$ cat src/rtl/qarb_pkg.sv
package qarb_pkg;

    typedef enum logic [1:0] {
        OWN_NONE = 2'd0,
        OWN_RX   = 2'd1,
        OWN_TX   = 2'd2
    } owner_e;

    typedef struct packed {
        owner_e holder;
        owner_e prev;
    } arb_state_t;

endpackage

$ cat src/rtl/qarb_pick.sv
module qarb_pick
    import qarb_pkg::*;
(
    input  logic   rx_want,
    input  logic   tx_want,
    input  owner_e prev,
    output owner_e winner
);
    always_comb begin
        winner = OWN_NONE;
        if (rx_want && tx_want) begin
            // alternate; receive wins when there is no history or tx went last
            winner = (prev == OWN_RX) ? OWN_TX : OWN_RX;
        end else if (rx_want) begin
            winner = OWN_RX;
        end else if (tx_want) begin
            winner = OWN_TX;
        end
    end
endmodule

$ cat src/rtl/qarb_slice.sv
module qarb_slice #(
    parameter int SLICE_CYCLES = 32
) (
    input  logic clk,
    input  logic rst,
    input  logic load,
    output logic last_cycle
);
    localparam int CW = (SLICE_CYCLES > 2) ? $clog2(SLICE_CYCLES) : 1;
    localparam logic [CW-1:0] LAST = CW'(SLICE_CYCLES - 1);

    logic [CW-1:0] cnt_d, cnt_q;

    always_comb begin
        cnt_d = cnt_q;
        if (load) begin
            cnt_d = '0;
        end else if (cnt_q != LAST) begin
            cnt_d = cnt_q + CW'(1);
        end
    end

    always_ff @(posedge clk) begin
        if (rst) begin
            cnt_q <= '0;
        end else begin
            cnt_q <= cnt_d;
        end
    end

    assign last_cycle = (cnt_q == LAST);
endmodule

$ cat src/rtl/qarb_top.sv
module qarb_top
    import qarb_pkg::*;
#(
    parameter int SLICE_CYCLES = 32
) (
    input  logic clk,
    input  logic rst,
    input  logic rx_req,
    input  logic rx_done,
    input  logic tx_req,
    input  logic tx_done,
    output logic rx_gnt,
    output logic tx_gnt
);
    arb_state_t st_d, st_q;
    owner_e     pick;
    logic       start_slice;
    logic       slice_end;

    qarb_pick u_pick (
        .rx_want (rx_req),
        .tx_want (tx_req),
        .prev    (st_q.prev),
        .winner  (pick)
    );

    qarb_slice #(.SLICE_CYCLES(SLICE_CYCLES)) u_slice (
        .clk        (clk),
        .rst        (rst),
        .load       (start_slice),
        .last_cycle (slice_end)
    );

    always_comb begin
        st_d        = st_q;
        start_slice = 1'b0;
        unique case (st_q.holder)
            OWN_NONE: begin
                if (pick != OWN_NONE) begin
                    st_d.holder = pick;
                    start_slice = 1'b1;
                end
            end
            OWN_RX: begin
                if (rx_done || !rx_req || slice_end) begin
                    st_d.holder = OWN_NONE;
                    st_d.prev   = OWN_RX;
                end
            end
            OWN_TX: begin
                if (tx_done || !tx_req || slice_end) begin
                    st_d.holder = OWN_NONE;
                    st_d.prev   = OWN_TX;
                end
            end
            default: begin
                st_d.holder = OWN_NONE;
            end
        endcase
    end

    always_ff @(posedge clk) begin
        if (rst) begin
            st_q.holder <= OWN_NONE;
            st_q.prev   <= OWN_NONE;
        end else begin
            st_q <= st_d;
        end
    end

    assign rx_gnt = (st_q.holder == OWN_RX);
    assign tx_gnt = (st_q.holder == OWN_TX);
endmodule

$ cat config.mk
export PLATFORM = sky130hd
export DESIGN_NAME = qarb_top
export DESIGN_NICKNAME = d
export VERILOG_FILES = /design/src/rtl/qarb_pkg.sv /design/src/rtl/qarb_pick.sv /design/src/rtl/qarb_slice.sv /design/src/rtl/qarb_top.sv
export SDC_FILE = /design/constraint.sdc
export NUM_CORES = 1
export LEC_CHECK = 0
export ABC_AREA = 1
export BUFFER_PORTS_ARGS = -buffer_cell sky130_fd_sc_hd__buf_2
export CAP_MARGIN = 0
export CORE_MARGIN = 2
export CORE_UTILIZATION = 34
export DETAILED_ROUTE_END_ITERATION = 16
export PLACE_DENSITY_LB_ADDON = 0.05
export SETUP_SLACK_MARGIN = 0.05
export SLEW_MARGIN = 5
export SYNTH_ARGS = -nofsm -noshare
export SYNTH_HDL_FRONTEND = slang
export SYNTH_HIERARCHICAL = 1
export SYNTH_SLANG_ARGS = --single-unit
$ cat constraint.sdc
create_clock -name clk -period 1.6 [get_ports clk]
set_input_delay 0.32 -clock clk [delete_from_list [all_inputs] [get_ports clk]]
set_output_delay 0.32 -clock clk [all_outputs]
set_load 0.005 [all_outputs]
# Word level (Yosys, flattened, before mapping)
# Index checks and enable logic that the tools add are counted.
totals:
  ff_bits: 9
  latch_bits: 0
  ramBits: 0
  mem_bits_ro: 0
  out_inout_bits: 2
  elab_cells: 36
  memories: 0
classes:
  add_sub_neg: 1
  mul: 0
  div_mod_pow: 0
  n_lt_le_gt_ge: 0
  n_eq_ne: 8
  shift: 0
  mux: 11
  n_bitwise: 0
  n_reduce_logical: 13
ops:
  columns: ["op", "n"]
  rows:
  - ["2-bit 2-to-1 mux", 5]
  - ["4-bit 2-to-1 mux", 2]
  - ["2-bit case mux with 3 select lines", 1]
  - ["3-bit AND reduction", 2]
  - ["5-bit by 1-bit adder with 5-bit output, second input constant", 1]
  - ["5-bit equality test, second input constant", 1]
  - ["5-bit != test, second input constant", 1]
  - ["2-bit by 1-bit equality test with 1-bit output, second input constant", 2]
  - ["1-bit logical OR", 4]
  - ["2-bit by 1-bit != test with 1-bit output, second input constant", 2]
  - ["2-bit case mux with 2 select lines", 1]
  - ["2-bit nonzero test", 2]
  - ["2-bit equality test, second input constant", 1]
  - ["1-bit zero test", 2]
  - ["2-bit zero test", 1]
  - ["1-bit 2-to-1 mux", 2]
  - ["2-bit != test, second input constant", 1]
  - ["2-bit OR reduction", 1]
  - ["1-bit logical AND", 1]

# Logic depth before layout (Yosys ltp)
logic_depth:
  ltp_word: 7
  ltp_mapped: 9
  depth_no_buf: 9

# By module
# The synthesis kept the hierarchy.
modules_own_cells:
  columns: ["mod", "instances", "cells_each", "area_per_inst_um2"]
  rows:
  - ["qarb_slice", 1, 31, 251.5]
  - ["qarb_top", 1, 30, 219.0]
  - ["qarb_pick", 1, 10, 38.8]

# Worst setup path after synthesis
# No wires, ideal clock.
synth_path:
  path_type: "register -> register"
  start: "register u_slice.cnt_q[0]"
  end: "register st_q[1] (netlist name)"
  t_arrival_ps: 1336
  required_time_ps: 1534
  setup_slack_ps: 198
  stages_incl_launch_ff: 9
  path_cell_list: "dfxtp_1 > ha_1 > and3_2 > ha_1 > inv_1 > nand3_2 > nand3_1 > nand2_1 > a21oi_2"
synth_between:
  elab_chain_len: 4
  elab_cells_between_ends: 6
synth_rtl:
  columns: ["item", "line_no", "text"]
  rows:
  - ["start: declaration", "qarb_slice.sv:12", "logic [CW-1:0] cnt_d, cnt_q;"]
  - ["start signal: assignment", "qarb_slice.sv:27", "cnt_q <= cnt_d;"]
  - ["5-bit equality test (*)", "qarb_slice.sv:31", "assign last_cycle = (cnt_q == LAST);"]
  - ["named net slice_end", "qarb_top.sv:18", "logic slice_end;"]
  - ["1-bit logical OR, on equally long branches", "qarb_top.sv:51, qarb_top.sv:45", null]
  - ["2-bit by 1-bit != test with 1-bit output (no source line)", null, null]
  - ["3-bit AND reduction (no source line) (*)", null, null]
# The timed path passes the listed nets; every way through them passes the cells marked *.
# A chain may end at the register's enable or synchronous reset.

# Worst setup path in the final report
layout_path:
  start: "register u_slice.cnt_q[0]"
  end: "register st_q[0] (netlist name)"
layout_between:
  elab_chain_len: 4
  elab_cells_between_ends: 6
layout_rtl:
  columns: ["item", "line_no"]
  rows:
  - ["5-bit equality test (*)", "qarb_slice.sv:31"]
  - ["named net slice_end", "qarb_top.sv:18"]
  - ["1-bit logical OR, on equally long branches", "qarb_top.sv:51, qarb_top.sv:45"]
  - ["2-bit by 1-bit != test with 1-bit output (no source line)", null]
  - ["3-bit AND reduction (no source line) (*)", null]
# Marked as above.

==> metrics.cfg <==
[cts]
clkTransAtPathRegs_ns = 0.06
clkSinkCount = 9
clock_latency_ns = 0.26
ctsHoldBuffers = 0
ctsHtreeMaxLevel = 1
cts_buffers = 3
clock_path_buffers = 2
cts_tree = yes
cts_root_buf = clkbuf_4

[place]
dpl.hpwl_um = 735
gp_congestion = 0.735
port_buffers = 7

[setup_path]
worst-r2r-cell-count = 8
r2r-end = st_q[0]
cp_max_fo = 3
arrival_ns = 1.64
r2r_slack_ns = 0.15
critPathKind = register to register
r2r_start = u_slice/cnt_q[0]
critical_path.startpoint = u_slice/cnt_q[0]
crit_required_ns = 1.79
worstSetupEndpointType = register
cp-start-kind = register

[routing]
antenna_left = 0
via_per_inst = 4.48
avgRoutedWirePerCell_um = 9.20
drt_iter0_markers = 2
vias = 435
post-route-drc-count = 0
drt_wl_total_um = 892
first_pass_iters = 4

[hold_path]
hold_path_depth = 2
hold_path.startpoint = rst
min_delay_worst_endpoint = st_q[0]
hp-class = primary input to register

[floorplan]
start_util = 0.377
die_area_um2 = 1820
coreArea_um2 = 1350
row_count = 13
die_x_um = 42.7
ios = 8
fp.dieH_um = 42.7

[yosys]
ys_seq_area_frac = 0.354
syn_area_per_cell_um2 = 7.17
synth-seq-cells = 9
synth_cell_type_count = 17
syn_inst = 71
netlist_area_um2 = 509
synth_warnings = 6
synthesis.nets = 80

[cells_and_area]
area_growth_pct = 21.6
fin_util = 0.459
seqCellArea_um2 = 180
nNetsFinal = 92
num_antenna_cells = 0
multiInputGateArea_um2 = 310
n_fill_cell = 159
layout-drive-gt1-share = 0.317

[sta]
skew_ns = 0.00471
period_needed_ns = 1.45
slew-limit-headroom = 0.835
fmax_mhz = 690
finalSetupViolCount = 0
tns_ns = 0
tightestPinTransition_ns = 0.247
hold_viol = 0
rsz0062_at_grt = false
slew_violations = 0
finalCritPeriodShare = 0.906

[outcome]
status = complete, no violations

[global_route]
antenna_found_initial = 0
grt_pass1_wl_mm = 1.53
grt_max_degree = 6
first_global_vias = 370
grt.overflow.total = 0
grt_usage = 0.117

[run]
cap_violations = 0

[pwr]
p_total_mw = 0.542
powerDensity_nw_per_um2 = 875
irDropWorstVdd_mv = 0.491
total_leakage_power_nw = 0.297

==> sequential cells by signal (all words and copies together), names as in the netlist <==
name and cells:
u_slice/cnt_q 5, st_q 4
==> power by group <==
part	total, mW	leakage (nW)	switching [mW]	internal (mW)
Combinational	0.115	0.209	0.0665	0.0484
Sequential	0.257	0.0735	0.0150	0.242
Clock	0.171	0.0150	0.0749	0.0958
Total	0.542	0.297	0.156	0.386
==> cells in the mapped netlist <==
library cell  count  area [um^2]
nand3_2           4         40.0
inv_2             2         7.51
xor2_1            1         8.76
nor2_2            3         18.8
nor2_4            1         11.3
a21oi_1           5         25.0
nand2_2           1         6.26
inv_1            11         41.3
ha_1              3         37.5
nand3_1           3         15.0
and3_2            1         7.51
dfxtp_1           9          180
nor2_1           10         37.5
a21oi_2           1         8.76
nand2_1          13         48.8
o21ai_0           1         5.00
o21ai_1           2         10.0
==> worst max-delay path, cell delays in order, from the launching register on <==
cell and delay [ns]:
dfxtp_1 0.32, ha_2 0.20, and3_2 0.22, ha_1 0.18
inv_2 0.10, nand3_4 0.10, nand3_4 0.11, nand2_2 0.05
a21oi_1 0.10
==> placed cells by master, fill, tap and decap left out <==
master	instances
inv_1	10
o21ai_1	2
a21oi_1	5
clkbuf_4	3
xor2_1	1
buf_2	7
a21oi_2	1
dfxtp_1	9
nor2_4	1
nand3_4	3
inv_2	3
nand2_1	13
nor2_1	10
ha_2	1
ha_1	2
o21ai_0	1
clkbuf_1	1
nor2_2	3
nand3_2	2
and3_2	1
nand2_2	1
nand3_1	2
==> metrics by stage <==
stage                     worst slack, ns  cells  cell area, um^2  hold WS [ns]
after global routing               0.0554     97              619         0.284
final                               0.150     97              619         0.311
after floorplan                     0.198     71              509         0.389
after global placement             0.0832     93              563         0.440
after CTS                          0.0635     97              589         0.300
after detailed placement           0.0798     93              563         0.445
==> kinds of logic after synthesis <==
group	synth area share
and+or+nand+nor	0.364
buffers and inverters	0.0958
DFF	0.354
AOI/OAI and AO/OA	0.0958
adders and majority gates	0.0737
xor gates and xnor gates	0.0172
==> how the worst max path moves through the flow <==
stage | to | cells after the start
3_5_place_dp | st_q[1] | 8
5_1_grt | u_slice/cnt_q[3] | 7
4_1_cts | st_q[1] | 8
3_3_place_gp | st_q[1] | 8
6_report | st_q[0] | 8
2_1_floorplan | st_q[1] | 8
==> final cells by class <==
type / instances / area share
multi-input combinational: 49 / 0.501
sequential: 9 / 0.291
clock buffer: 4 / 0.0424
inverter: 13 / 0.0788
tap: 15 / 0.0303
timing repair buffer: 7 / 0.0566
==> metal layers <==
metal / share of wire / up-vias / track usage / routed length (um)
met3: 0.048 / 2 / 0.0766 / 43
met5: 0 / - / 0 / 0
met2: 0.40 / 6 / 0.148 / 360
li1: - / 243 / - / -
met1: 0.54 / 184 / 0.157 / 480
met4: 0.0090 / 0 / 0.0375 / 8
==> repair_timing <==
action,4_1_cts,5_1_grt
buffers inserted,0,0
resized for setup,0,6
setup endpoints to repair,0,4
(Power assumes the default switching activity.)
